`config.mk`:
```
export PLATFORM = sky130hd
export DESIGN_NAME = uart_rx_lsr
export DESIGN_NICKNAME = d
export VERILOG_FILES = /design/src/rtl/uart_rx_pkg.sv /design/src/rtl/uart_rx_frame.sv /design/src/rtl/uart_rx_fifo.sv /design/src/rtl/uart_rx_status.sv /design/src/rtl/uart_rx_lsr.sv
export SDC_FILE = /design/constraint.sdc
export NUM_CORES = 1
export LEC_CHECK = 0
export ABC_CLOCK_PERIOD_IN_PS = 3070
export CAP_MARGIN = 40
export CORE_ASPECT_RATIO = 0.9
export CORE_UTILIZATION = 40
export CTS_CLUSTER_SIZE = 24
export DETAILED_ROUTE_END_ITERATION = 6
export PLACE_DENSITY = 0.68
export SETUP_SLACK_MARGIN = 0.05
export SLEW_MARGIN = 0
export SYNTH_ARGS = -nofsm -noshare
export SYNTH_HDL_FRONTEND = slang
export SYNTH_SLANG_ARGS = --single-unit
```
`constraint.sdc`:
```
create_clock -name clk -period 3.07 [get_ports clk]
set_clock_uncertainty 0.05 [all_clocks]
set_input_delay 0.614 -clock clk [delete_from_list [all_inputs] [get_ports clk]]
set_output_delay 0.614 -clock clk [all_outputs]
set_load 0.02 [all_outputs]
```
`src/rtl/uart_rx_pkg.sv`:
```
package uart_rx_pkg;

  typedef enum logic [2:0] {
    RX_IDLE,
    RX_START,
    RX_DATA,
    RX_PAR,
    RX_STOP,
    RX_HOLD
  } rx_state_e;

  // One received word with its error tags.
  typedef struct packed {
    logic       brk;
    logic       frm;
    logic       par;
    logic [7:0] data;
  } rx_word_t;

  // Positions in the line-control byte.
  localparam int LC_PEN   = 3;
  localparam int LC_EVEN  = 4;
  localparam int LC_STICK = 5;

  // Position of each flag in the status byte.
  localparam int ST_READY = 0;
  localparam int ST_OVR   = 1;
  localparam int ST_PAR   = 2;
  localparam int ST_FRM   = 3;
  localparam int ST_BRK   = 4;
  localparam int ST_THE   = 5;
  localparam int ST_TEMT  = 6;
  localparam int ST_FERR  = 7;

  // Number of data bits for a length code.
  function automatic logic [3:0] word_bits(input logic [1:0] code);
    return 4'd5 + {2'b00, code};
  endfunction

  // Shift a right-filled register so the word sits at bit 0.
  function automatic logic [7:0] align_word(input logic [7:0] sh, input logic [1:0] code);
    return sh >> (2'd3 - code);
  endfunction

  // Parity bit expected on the line for an aligned word.
  function automatic logic parity_expected(input logic [7:0] d, input logic even,
                                           input logic stick);
    if (stick) return ~even;
    return even ? (^d) : ~(^d);
  endfunction

  function automatic logic word_has_error(input rx_word_t w);
    return w.brk | w.frm | w.par;
  endfunction

endpackage

```
`src/rtl/uart_rx_frame.sv`:
```
module uart_rx_frame
  import uart_rx_pkg::*;
#(
  parameter int OVERSAMPLE  = 16,
  parameter int SYNC_STAGES = 2
) (
  input  logic     clk,
  input  logic     rst_n,
  input  logic     rx_line,
  input  logic     baud_tick,
  input  logic [7:0] line_ctrl,
  output logic     word_done,
  output rx_word_t word_out,
  output logic     bit_sample
);
  localparam int CW  = $clog2(OVERSAMPLE);
  localparam int MID = OVERSAMPLE / 2;

  logic [SYNC_STAGES-1:0] sync_q;
  logic        rx_s;
  rx_state_e   st;
  logic [CW-1:0] tcnt;
  logic [2:0]  bitn;
  logic [7:0]  shreg;
  logic [7:0]  lc_q;
  logic        par_bit;
  logic        all_low;
  logic [7:0]  aligned;
  logic        last_data;

  assign rx_s       = sync_q[SYNC_STAGES-1];
  assign aligned    = align_word(shreg, lc_q[1:0]);
  assign last_data  = ({1'b0, bitn} == word_bits(lc_q[1:0]) - 4'd1);
  assign bit_sample = (st != RX_IDLE) && (st != RX_HOLD) && baud_tick &&
                      (tcnt == CW'(OVERSAMPLE - 1));

  always_ff @(posedge clk or negedge rst_n) begin
    if (!rst_n) sync_q <= '1;
    else        sync_q <= {sync_q[SYNC_STAGES-2:0], rx_line};
  end

  always_ff @(posedge clk or negedge rst_n) begin
    if (!rst_n) begin
      st        <= RX_IDLE;
      tcnt      <= '0;
      bitn      <= '0;
      shreg     <= '0;
      lc_q      <= '0;
      par_bit   <= 1'b0;
      all_low   <= 1'b0;
      word_done <= 1'b0;
      word_out  <= '0;
    end else begin
      word_done <= 1'b0;
      case (st)
        RX_IDLE: begin
          if (baud_tick && !rx_s) begin
            st   <= RX_START;
            tcnt <= CW'(MID);
            lc_q <= line_ctrl;
          end
        end
        RX_HOLD: begin
          if (rx_s) st <= RX_IDLE;
        end
        default: begin
          if (baud_tick) begin
            if (!bit_sample) begin
              tcnt <= tcnt + 1'b1;
            end else begin
              tcnt <= '0;
              case (st)
                RX_START: begin
                  if (rx_s) begin
                    st <= RX_IDLE;
                  end else begin
                    st      <= RX_DATA;
                    bitn    <= '0;
                    all_low <= 1'b1;
                  end
                end
                RX_DATA: begin
                  shreg   <= {rx_s, shreg[7:1]};
                  all_low <= all_low & ~rx_s;
                  if (last_data) st <= lc_q[LC_PEN] ? RX_PAR : RX_STOP;
                  else           bitn <= bitn + 1'b1;
                end
                RX_PAR: begin
                  par_bit <= rx_s;
                  all_low <= all_low & ~rx_s;
                  st      <= RX_STOP;
                end
                RX_STOP: begin
                  word_done     <= 1'b1;
                  word_out.data <= aligned;
                  word_out.par  <= lc_q[LC_PEN] &
                                   (par_bit != parity_expected(aligned, lc_q[LC_EVEN],
                                                               lc_q[LC_STICK]));
                  word_out.frm  <= ~rx_s;
                  word_out.brk  <= all_low & ~rx_s;
                  st            <= rx_s ? RX_IDLE : RX_HOLD;
                end
                default: st <= RX_IDLE;
              endcase
            end
          end
        end
      endcase
    end
  end

endmodule

```
`src/rtl/uart_rx_fifo.sv`:
```
module uart_rx_fifo
  import uart_rx_pkg::*;
#(
  parameter int DEPTH = 4
) (
  input  logic     clk,
  input  logic     rst_n,
  input  logic     push,
  input  rx_word_t push_word,
  input  logic     pop,
  output rx_word_t head,
  output logic     empty,
  output logic     full,
  output logic [$clog2(DEPTH+1)-1:0] level,
  output logic     err_present
);
  localparam int AW = (DEPTH > 1) ? $clog2(DEPTH) : 1;
  localparam int LW = $clog2(DEPTH + 1);

  rx_word_t mem [DEPTH];
  logic [AW-1:0] wr_ptr, rd_ptr;
  logic [LW-1:0] err_cnt;
  logic do_push, do_pop, push_err, pop_err;

  assign empty    = (level == '0);
  assign full     = (level == LW'(DEPTH));
  assign head     = mem[rd_ptr];
  assign do_push  = push & ~full;
  assign do_pop   = pop & ~empty;
  assign push_err = do_push & word_has_error(push_word);
  assign pop_err  = do_pop & word_has_error(head);
  assign err_present = (err_cnt != '0);

  function automatic logic [AW-1:0] ptr_next(input logic [AW-1:0] p);
    return (p == AW'(DEPTH - 1)) ? '0 : p + 1'b1;
  endfunction

  for (genvar g = 0; g < DEPTH; g++) begin : g_slot
    always_ff @(posedge clk or negedge rst_n) begin
      if (!rst_n)                              mem[g] <= '0;
      else if (do_push && wr_ptr == AW'(g))    mem[g] <= push_word;
    end
  end

  always_ff @(posedge clk or negedge rst_n) begin
    if (!rst_n) begin
      wr_ptr  <= '0;
      rd_ptr  <= '0;
      level   <= '0;
      err_cnt <= '0;
    end else begin
      if (do_push) wr_ptr <= ptr_next(wr_ptr);
      if (do_pop)  rd_ptr <= ptr_next(rd_ptr);
      level   <= level + LW'(do_push) - LW'(do_pop);
      err_cnt <= err_cnt + LW'(push_err) - LW'(pop_err);
    end
  end

endmodule

```
`src/rtl/uart_rx_status.sv`:
```
module uart_rx_status
  import uart_rx_pkg::*;
(
  input  logic     clk,
  input  logic     rst_n,
  input  logic     word_accept,
  input  logic     word_drop,
  input  rx_word_t word_in,
  input  logic     lsr_rd,
  input  logic     fifo_empty,
  input  logic     err_present,
  input  logic     tx_empty,
  input  logic     tx_hold_empty,
  output logic [7:0] lsr
);
  logic ovr_q, par_q, frm_q, brk_q;

  always_ff @(posedge clk or negedge rst_n) begin
    if (!rst_n) begin
      ovr_q <= 1'b0;
      par_q <= 1'b0;
      frm_q <= 1'b0;
      brk_q <= 1'b0;
    end else begin
      ovr_q <= word_drop | (ovr_q & ~lsr_rd);
      par_q <= (word_accept & word_in.par) | (par_q & ~lsr_rd);
      frm_q <= (word_accept & word_in.frm) | (frm_q & ~lsr_rd);
      brk_q <= (word_accept & word_in.brk) | (brk_q & ~lsr_rd);
    end
  end

  always_comb begin
    lsr           = '0;
    lsr[ST_READY] = ~fifo_empty;
    lsr[ST_OVR]   = ovr_q;
    lsr[ST_PAR]   = par_q;
    lsr[ST_FRM]   = frm_q;
    lsr[ST_BRK]   = brk_q;
    lsr[ST_THE]   = tx_hold_empty;
    lsr[ST_TEMT]  = tx_empty;
    lsr[ST_FERR]  = err_present;
  end

endmodule

```
`src/rtl/uart_rx_lsr.sv`:
```
module uart_rx_lsr
  import uart_rx_pkg::*;
#(
  parameter int OVERSAMPLE  = 16,
  parameter int SYNC_STAGES = 2,
  parameter int FIFO_DEPTH  = 4
) (
  input  logic       clk,
  input  logic       rst_n,
  input  logic       rx_line,
  input  logic       baud_tick,
  input  logic [7:0] line_ctrl,
  input  logic       rd_data_stb,
  input  logic       lsr_rd_stb,
  input  logic       tx_empty,
  input  logic       tx_hold_empty,
  output logic [7:0] rd_data,
  output logic [2:0] rd_err,
  output logic [7:0] lsr
);
  localparam int LW = $clog2(FIFO_DEPTH + 1);

  logic     word_done;
  rx_word_t word_new;
  logic     bit_sample;
  logic     fifo_empty, fifo_full, err_present;
  logic [LW-1:0] fifo_level;
  rx_word_t head;
  logic     word_accept, word_drop;

  assign word_accept = word_done & ~fifo_full;
  assign word_drop   = word_done & fifo_full;
  assign rd_data     = head.data;
  assign rd_err      = {head.brk, head.frm, head.par};

  uart_rx_frame #(
    .OVERSAMPLE (OVERSAMPLE),
    .SYNC_STAGES(SYNC_STAGES)
  ) frame_i (
    .clk       (clk),
    .rst_n     (rst_n),
    .rx_line   (rx_line),
    .baud_tick (baud_tick),
    .line_ctrl (line_ctrl),
    .word_done (word_done),
    .word_out  (word_new),
    .bit_sample(bit_sample)
  );

  uart_rx_fifo #(.DEPTH(FIFO_DEPTH)) fifo_i (
    .clk        (clk),
    .rst_n      (rst_n),
    .push       (word_accept),
    .push_word  (word_new),
    .pop        (rd_data_stb),
    .head       (head),
    .empty      (fifo_empty),
    .full       (fifo_full),
    .level      (fifo_level),
    .err_present(err_present)
  );

  uart_rx_status status_i (
    .clk          (clk),
    .rst_n        (rst_n),
    .word_accept  (word_accept),
    .word_drop    (word_drop),
    .word_in      (word_new),
    .lsr_rd       (lsr_rd_stb),
    .fifo_empty   (fifo_empty),
    .err_present  (err_present),
    .tx_empty     (tx_empty),
    .tx_hold_empty(tx_hold_empty),
    .lsr          (lsr)
  );

endmodule

```
==> flow_metrics.py <==
metrics = {
    "floorplan": {
        "die_h_um": 105,
        "die_area_sq_um": 12300,
        "die-width_um": 117,
        "num_io_pins": 35,
        "initial_core_util_pct": 41.2,
        "core_sq_um": 11500,
        "fp-row-count": 37,
    },
    "job": {
        "drv_cap": 0,
    },
    "synth": {
        "synth_cell_type_count": 47,
        "netlist_instances": 398,
        "synth_area_per_cell_sq_um": 11.9,
        "synth_net_count": 427,
        "dominantRegCellSynth": "dfrtp_1",
        "synthesis.yosys.warnings": 0,
        "synthArstFlopShare_pct": 100,
        "number_of_flops_mapped_to_enable_cells_by_yosys": 0,
        "synth.cell_area_sq_um": 4730,
        "synth.yosys.seq_area_share_pct": 51.3,
        "register_bit_total_from_synthesis": 97,
    },
    "finish": {
        "num-nets-final": 444,
        "mostFrequentLayoutCell": "dfrtp_1",
        "layout-area-overhead-vs-synth_pct": 14.4,
        "layout.core_utilization_pct": 47.2,
        "fillCellCount": 1093,
        "post_layout_nonfiller_instances": 576,
        "antenna_cells_inserted": 0,
        "design_area_sq_um": 5420,
        "layout-drive-gt1-share_pct": 22.9,
        "layout_common_cells": "dfrtp_1 (95), mux2_2 (57), nand2_1 (38)",
    },
    "clock_network": {
        "clock_insertion_delay_worst_skew_ns": 0.34,
        "cts_tree": "built",
        "maximum_level_of_the_cts_h_tree": 3,
        "cts.clk_slew.worst_paths_ns": 0.06,
        "root_buffer": "clkbuf_16",
        "postCtsSetupRepairBufs": 0,
        "cts_num_sinks": 97,
        "clk_path_buf_depth": 2,
        "ctsHoldBuffers": 0,
        "cts.repair.resized": 0,
        "cts-buffers-inserted": 9,
    },
    "timing": {
        "worst_slew_margin_rel_pct": 55.3,
        "min_period_over_period_pct": 91.2,
        "final-hold-violation-count": 0,
        "final_setup_fails": 0,
        "final.setup.tns_ns": 0,
        "final-max-slew-violation-count": 0,
        "grt_setup_unrepaired": "no",
        "timing.fmax_mhz": 357,
        "final_period_minus_worst_setup_slack_ns": 2.80,
        "max_slew.worst_pin.slew_ns": 0.671,
    },
    "place": {
        "gpl_wtd_cong": 0.803,
        "port_buffers": 27,
        "post-place-cells": 560,
        "postPlaceCellArea_sq_um": 5110,
        "dpl.hpwl_mm": 5.86,
    },
    "global_route": {
        "first_pass_grt_wire_length_mm": 14.6,
        "grt_overflow_total": 0,
        "globalRoute.busiestLayer": "met2",
        "grt_pass1_vias": 2940,
        "grt_met2_use_pct": 25.0,
        "met1_usage_pct": 21.0,
        "grt_antenna_before_repair": 0,
        "grt_max_degree": 54,
        "grt.met3_usage_pct": 3.65,
        "grt_use_total_pct": 15.7,
    },
    "route": {
        "drt_drc_violations_left": 0,
        "drt_first_iter_violations": 165,
        "drt-wirelength-per-cell_um": 15.2,
        "antenna_violating_nets_post_route": 0,
        "pre_repair_dr_iteration_count": 4,
        "post_drt_via_cell_ratio": 5.13,
        "postRouteWirelength_mm": 8.78,
        "vias": 2956,
    },
    "pwr": {
        "power_per_cell_area_nw_per_um2": 591,
        "swShare_pct": 27.2,
        "totalPowerFinal_mw": 3.20,
        "share_seq_of_total_power_pct": 47.3,
        "vdd_drop_max_mv": 0.306,
        "power.net_switching_uw": 870,
        "power_frac_clock_pct": 36.1,
        "power.static_leakage_nw": 2.46,
        "intPower_mw": 2.33,
        "power.combinational.fraction_pct": 16.6,
    },
    "critical_path": {
        "r2r_end": "fifo_i.err_cnt[2]$_DFF_PN0_",
        "timing.reg2reg.worst_path_depth": 8,
        "setup.reg_to_reg.worst_slack_ns": 0.53,
        "worst-endpoint-required_ns": 2.41,
        "critical_path.reg2reg.startpoint": "fifo_i.rd_ptr[0]$_DFFE_PN0P_",
        "slowest_stage": "clkdlybuf4s50_1",
        "timing.critical_path.fanout_max": 7,
        "crit_path_cell_trace": "buf_4 > mux4_2 > clkdlybuf4s50_1",
        "cp.arrival_ns": 2.14,
        "cp_endpoint_kind": "primary output",
        "slowest_delay_ns": 0.56,
        "crit_type": "reg -> out",
        "start_kind": "register",
    },
    "worst_hold_path": {
        "hp-class": "in -> async",
    },
    "status": {
        "outcome": "complete, no violations",
    },
}
registers in the layout, indices dropped and copies added, names as in the netlist, 3 cells and up:
| register | count |
|---|---|
| fifo_i.mem | 44 |
| frame_i.bitn | 3 |
| frame_i.word_out | 11 |
| frame_i.st | 3 |
| fifo_i.level | 3 |
| fifo_i.err_cnt | 3 |
| frame_i.tcnt | 4 |
| frame_i.shreg | 8 |
| frame_i.lc_q | 5 |
layer usage:
| layer | share of wire (%) | vias to the layer above |
|---|---|---|
| li1 | - | 1407 |
| met1 | 47 | 1491 |
| met2 | 49 | 50 |
| met3 | 3.8 | 8 |
| met4 | 1.1 | 0 |
| met5 | 0 | - |
power groups by stage:
stage	Combinational, mW	Sequential [mW]	Clock, mW
after global placement	0.520	1.53	0
after floorplan	0.438	1.47	0
after global routing	0.599	1.54	1.23
final	0.532	1.52	1.15
after CTS	0.544	1.52	1.19
after detailed placement	0.541	1.54	0
metrics by stage:
stage          hold slack (ns)  setup slack [ns]
2_1_floorplan            0.268             0.536
3_3_place_gp             0.298             0.480
3_5_place_dp             0.297             0.451
4_1_cts                  0.244             0.227
5_1_grt                  0.273             0.158
6_report                 0.224             0.270
area by class of cell:
class / instances / area [sq um] / share of cell area [%]
repair buffers: 34 / 333 / 6.15
multi-input cells: 250 / 2060 / 38.1
clock inverters: 4 / 51.3 / 0.947
clock buffers: 12 / 256 / 4.74
inverters: 23 / 86.3 / 1.59
flip-flops and latches: 97 / 2430 / 44.9
well taps: 156 / 195 / 3.60
cells by family (layout without fill, tap and decap cells):
| group | Yosys count | after routing | synth area share (%) |
|---|---|---|---|
| flops | 97 | 97 | 51.3 |
| simple gates | 83 | 83 | 7.93 |
| mux | 81 | 81 | 21.7 |
| compound gates | 58 | 58 | 6.98 |
| buf+inv | 51 | 73 | 5.05 |
| xor+xnor | 15 | 15 | 3.23 |
| fa+ha+maj | 13 | 13 | 3.75 |
how the worst max path moves through the flow:
stage | to | depth (start not counted) | start | slack (ns)
6_report | rd_data[0] | 3 | fifo_i.rd_ptr[0]$_DFFE_PN0P_ | 0.27
5_1_grt | rd_data[0] | 3 | fifo_i.rd_ptr[0]$_DFFE_PN0P_ | 0.16
4_1_cts | rd_data[0] | 3 | fifo_i.rd_ptr[0]$_DFFE_PN0P_ | 0.23
3_5_place_dp | fifo_i.level[2]$_DFF_PN0_ | 10 | rd_data_stb | 0.45
3_3_place_gp | fifo_i.err_cnt[2]$_DFF_PN0_ | 8 | fifo_i.rd_ptr[0]$_DFFE_PN0P_ | 0.48
2_1_floorplan | fifo_i.err_cnt[2]$_DFF_PN0_ | 9 | fifo_i.rd_ptr[1]$_DFFE_PN0P_ | 0.54
synthesized netlist by cell type (2+ instances only):
| cell type | instances | area, sq um |
|---|---|---|
| dfrtp_1 | 95 | 2380 |
| mux2_2 | 57 | 642 |
| nand2_1 | 38 | 143 |
| inv_1 | 23 | 86.3 |
| o21ai_0 | 19 | 95.1 |
| a21oi_1 | 15 | 75.1 |
| nor2_1 | 15 | 56.3 |
| o21ai_1 | 12 | 60.1 |
| ha_1 | 11 | 138 |
| mux4_2 | 11 | 248 |
| xnor2_1 | 11 | 96.3 |
| clkbuf_1 | 10 | 37.5 |
| mux2i_1 | 10 | 100 |
| buf_2 | 8 | 40.0 |
| buf_4 | 8 | 60.1 |
| nand3_1 | 8 | 40.0 |
| nor3_1 | 6 | 30.0 |
| and3_1 | 2 | 12.5 |
| dfstp_2 | 2 | 52.6 |
| fa_1 | 2 | 40.0 |
| mux2_1 | 2 | 22.5 |
| nand2b_1 | 2 | 12.5 |
| nand3b_1 | 2 | 15.0 |
| nand4_1 | 2 | 12.5 |
| o22ai_1 | 2 | 12.5 |
| or2_1 | 2 | 12.5 |
| or3_1 | 2 | 12.5 |
| xor2_1 | 2 | 17.5 |
worst max-delay path: cells and delay by family, from the launching register on:
family / cells / cell delay, ns
buffers and inverters: 2 / 0.79
DFF: 1 / 0.47
muxes: 1 / 0.53
(Power assumes the default switching activity.)
